===== config.mk =====
export PLATFORM = sky130hd
export DESIGN_NAME = hbridge_ctrl
export DESIGN_NICKNAME = d
export VERILOG_FILES = /design/src/rtl/hbridge_ctrl.sv
export SDC_FILE = /design/constraint.sdc
export NUM_CORES = 1
export LEC_CHECK = 0
export BUFFER_PORTS_ARGS = -buffer_cell sky130_fd_sc_hd__buf_2
export CORE_MARGIN = 1
export CORE_UTILIZATION = 50
export DETAILED_ROUTE_END_ITERATION = 10
export PLACE_DENSITY = 0.8
export REMOVE_ABC_BUFFERS = 1
export SETUP_SLACK_MARGIN = 0.1
export SLEW_MARGIN = 25
export SYNTH_ARGS = -nofsm -noshare
export SYNTH_HDL_FRONTEND = slang
export SYNTH_SLANG_ARGS = --single-unit

===== constraint.sdc =====
create_clock -name clk -period 1.7 [get_ports clk]
set_clock_uncertainty 0.1 [all_clocks]
set_input_delay 0.085 -clock clk [delete_from_list [all_inputs] [get_ports clk]]
set_output_delay 0.085 -clock clk [all_outputs]
set_load 0.005 [all_outputs]

===== src/rtl/hbridge_ctrl.sv =====
module hbridge_ctrl #(
  parameter int POD_CYCLES = 50000,
  parameter int BBM_CYCLES = 4
) (
  input  logic clk,
  input  logic rst_n,
  input  logic pol_a,
  input  logic pol_b,
  input  logic dis,
  input  logic en,
  input  logic uv_flt,
  input  logic ot_flt,
  input  logic ot_cool,
  input  logic sc_flt,
  input  logic reg_off,
  output logic hs_a,
  output logic ls_a,
  output logic hs_b,
  output logic ls_b,
  output logic flag_n
);
  localparam int PW = $clog2(POD_CYCLES + 1);
  localparam int GW = (BBM_CYCLES < 1) ? 1 : $clog2(BBM_CYCLES + 1);
  localparam logic [8:0] SYNC_INIT = 9'b1_1_1_0_0_0_0_0_0;

  logic [8:0] raw, s1, s2;
  logic pol_a_s, pol_b_s, dis_s, en_s, uv_s, ot_s, cool_s, sc_s, roff_s;

  assign raw = {pol_a, pol_b, dis, en, uv_flt, ot_flt, ot_cool, sc_flt, reg_off};
  assign {pol_a_s, pol_b_s, dis_s, en_s, uv_s, ot_s, cool_s, sc_s, roff_s} = s2;

  always_ff @(posedge clk or negedge rst_n)
    if (!rst_n) begin
      s1 <= SYNC_INIT;
      s2 <= SYNC_INIT;
    end else begin
      s1 <= raw;
      s2 <= s1;
    end

  logic dis_d, en_d, release_ev;
  logic sc_lat, ot_lat, flt_lat;

  always_ff @(posedge clk or negedge rst_n)
    if (!rst_n) begin
      dis_d <= 1'b1;
      en_d  <= 1'b0;
    end else begin
      dis_d <= dis_s;
      en_d  <= en_s;
    end

  assign release_ev = (dis_d & ~dis_s) | (~en_d & en_s);

  always_ff @(posedge clk or negedge rst_n)
    if (!rst_n) begin
      sc_lat <= 1'b0;
      ot_lat <= 1'b0;
    end else begin
      if (sc_s) sc_lat <= 1'b1;
      else if (release_ev) sc_lat <= 1'b0;
      if (ot_s) ot_lat <= 1'b1;
      else if (release_ev && cool_s) ot_lat <= 1'b0;
    end

  assign flt_lat = sc_lat | ot_lat;

  logic [PW-1:0] por_cnt;
  logic por_done;

  always_ff @(posedge clk or negedge rst_n)
    if (!rst_n) por_cnt <= '0;
    else if (!por_done) por_cnt <= por_cnt + 1'b1;

  assign por_done = (por_cnt == PW'(POD_CYCLES));

  logic drive;
  assign drive = por_done & en_s & ~dis_s & ~uv_s & ~flt_lat & ~roff_s;

  logic [1:0] pol_s, hs, ls;
  assign pol_s = {pol_b_s, pol_a_s};

  for (genvar h = 0; h < 2; h++) begin : g_half
    logic side;
    logic [GW-1:0] gap;

    always_ff @(posedge clk or negedge rst_n)
      if (!rst_n) begin
        side <= 1'b1;
        gap  <= '0;
      end else if (pol_s[h] != side) begin
        side <= pol_s[h];
        gap  <= GW'(BBM_CYCLES);
      end else if (gap != '0) begin
        gap <= gap - 1'b1;
      end

    assign hs[h] = drive & (gap == '0) & side;
    assign ls[h] = drive & (gap == '0) & ~side;
  end

  assign hs_a = hs[0];
  assign ls_a = ls[0];
  assign hs_b = hs[1];
  assign ls_b = ls[1];
  assign flag_n = ~(flt_lat | (en_s & (dis_s | uv_s)));
endmodule


==> results.py <==
metrics = {
    "global_routing": {
        "grt_antenna_before_repair": 0,
        "grt_max_degree": 47,
        "track_usage_pct": 19.3,
        "grt_pass1_vias": 1277,
        "grt_pass1_wl_um": 5870,
        "grt-ovfl-total": 0,
    },
    "clock_tree": {
        "root_buffer": "clkbuf_8",
        "cts_inserted_buffers": 5,
        "insertion_delay_ps": 290,
        "htreeDepth": 2,
        "cts_max_path_buffers": 2,
        "path_clk_slew_ps": 80,
        "cts_sinks": 46,
        "cts_tree": "done",
    },
    "synthesis": {
        "synthDistinctLibCells": 34,
        "synth_flop_cell": "dfrtp_1",
        "synth_area_um2": 1900,
        "ys_async_sr_fraction_pct": 100,
        "synthCells": 149,
        "ys_warn_count": 0,
        "postSynthAreaPerCell_um2": 12.8,
        "ys_ff_latch": 46,
        "ys_seq_area_share_pct": 61.1,
        "synth_edf_count": 0,
    },
    "timing": {
        "drv_slew": 0,
        "hold_violations": 0,
        "rsz0062_at_grt": "true",
        "fmax_mhz": 501,
        "maxSlewHeadroom_pct": 62.3,
        "fin_crit_sh_pct": 117,
        "tightest_slew_ps": 565,
        "whs_ps": 252,
        "setup_viol": 4,
        "period_minus_slack_ps": 2000,
        "finalSetupTns_ps": -839,
        "fin_ws_ps": -297,
    },
    "place": {
        "place_ws_ps": 73.6,
        "port_buffers": 15,
        "globalplace.congestion": 0.814,
        "dp_hpwl_um": 2350,
    },
    "hold_path": {
        "hold_end": "s2[2]",
        "min_delay_path_depth": 0,
        "hp-start": "s1[2]",
        "hp-class": "reg -> reg",
    },
    "layout": {
        "layout_common_cells": "dfrtp_1, buf_4, buf_2",
        "diodes": 0,
        "drive_gt1_share_pct": 39.0,
        "n_fill_cell": 258,
        "final_core_util_pct": 67.8,
        "fin_nets": 216,
        "syn_to_final_growth_pct": 30.5,
        "final_common_cell": "dfrtp_1",
    },
    "detailed_routing": {
        "first_pass_iters": 4,
        "ant_nets": 0,
        "routedWlPerCell_um": 15.9,
        "drt_first_iter_violations": 61,
        "drt-total-wl_um": 3930,
        "drc": 0,
        "viasPerCell": 5.30,
        "vias": 1314,
    },
    "worst_setup_path": {
        "critPathTopFamily": "simple AND/OR/NAND/NOR gates",
        "path_cells": "inv_2 > ha_4 > nand4bb_4 > or3_1 > nor3_2 > buf_2",
        "critPathMaxStageDelay_ps": 400,
        "worstSetupPathType": "reg -> out",
        "reg2reg_depth": 5,
        "critPathSlowestCell": "dfrtp_1",
        "cp.required_ps": 1510,
        "startpoint_type": "register",
        "r2r_setup_slack_ps": 100,
        "arrival_ps": 1810,
        "path_buf_inv": 2,
        "rr_endpoint": "por_cnt[1]",
        "reg2reg_from": "por_cnt[0]",
        "endpoint_kind": "output port",
        "crit_path_max_fanout": 4,
    },
    "flow_run": {
        "max-cap-violations": 0,
    },
    "floorplan": {
        "fp.dieH_um": 63.7,
        "start_util_pct": 51.9,
        "core_region_area_um2": 3660,
        "ios": 16,
        "die_area_um2": 4050,
        "placement_rows": 22,
        "die_x_um": 63.7,
    },
    "status": {
        "status": "complete, but fails checks",
        "violations": "negative setup slack",
    },
    "power_and_ir_drop": {
        "pwr_density_cell_nw_per_um2": 981,
        "ir_worst_vdd_v": 0.000515,
        "p_leak_uw": 0.00109,
    },
}
## sequential cells by signal (all words and copies together) (netlist names), 2 cells and up
register     flops
s1               9
s2               9
g_half.gap       6
g_half.side      2
por_cnt         16
## final cells by class
| class | instances | area, um^2 | share of cell area (%) |
|---|---|---|---|
| multi-input cells | 89 | 793 | 32.0 |
| flip-flops and latches | 46 | 1160 | 46.9 |
| well taps | 48 | 60.1 | 2.42 |
| repair buffers | 45 | 325 | 13.1 |
| clock buffers | 7 | 86.3 | 3.48 |
| clock inverters | 1 | 8.76 | 0.353 |
| inverters | 12 | 45.0 | 1.81 |
## synth_stat cells (2+ instances only)
library cell,n,share of area (%)
a211oi_1,2,0.79
a21oi_1,2,0.53
and4bb_1,2,1.3
clkbuf_1,2,0.39
dfrtp_1,37,49
dfstp_2,9,12
ha_1,6,3.9
inv_1,12,2.4
nand2_1,3,0.59
nand2b_1,4,1.3
nand3_1,8,2.1
nand4_1,4,1.3
nor2_1,7,1.4
nor2b_1,2,0.66
nor3_1,7,1.8
nor4_1,3,0.99
nor4_2,4,2.6
o21ai_0,2,0.53
or3_1,2,0.66
xnor2_1,9,4.1
xor2_1,9,4.1
## per-layer routing
layer	wire length [um]	vias up	track usage (%)
met4	142	0	8.81
met1	1570	653	23.3
met3	101	14	4.35
li1	-	608	-
met2	2120	39	32.7
met5	0	-	0
## per-stage QoR
stage	total power, uW	instances	area [um^2]
6_report	2440	248	2480
5_1_grt	2560	248	2480
4_1_cts	2350	240	2340
3_5_place_dp	1640	218	2090
3_3_place_gp	1560	218	2090
2_1_floorplan	1500	147	1890
## power breakdown
part	total, uW	switching (uW)	internal, uW
combinational	473	245	228
sequential	1270	69.3	1200
clock	695	359	336
## worst max-delay path by stage
stage / cells past startpoint / endpoint / slack, ps / start
2_1_floorplan: 5 / por_cnt[1] / 180 / por_cnt[0]
3_3_place_gp: 6 / ls_b / 140 / por_cnt[0]
3_5_place_dp: 6 / ls_b / 70 / por_cnt[0]
4_1_cts: 6 / ls_a / -240 / por_cnt[1]
5_1_grt: 6 / ls_b / -390 / por_cnt[0]
6_report: 6 / ls_b / -300 / por_cnt[0]
## logic make-up (layout without fill, tap and decap cells)
family                     after synthesis  in the layout  synth area share (%)
and+or+nand+nor                         53             53                  19.4
buffers and inverters                   14             65                  2.76
muxes                                    1              1                 0.592
DFF                                     46             46                  61.1
adders and majority gates                6              6                  3.95
AOI/OAI and AO/OA                       11             11                  3.88
xor gates and xnor gates                18             18                  8.29
## repair_timing
action                                 in CTS  in global routing
setup buffers                               4                  8
pin swaps                                   6                 11
resized for setup                           5                 17
hold buffers                               10                  0
setup endpoints to repair                   5                  8
endpoints found under the hold margin      46                  0
Note: power is estimated with default switching activity, not from simulation.
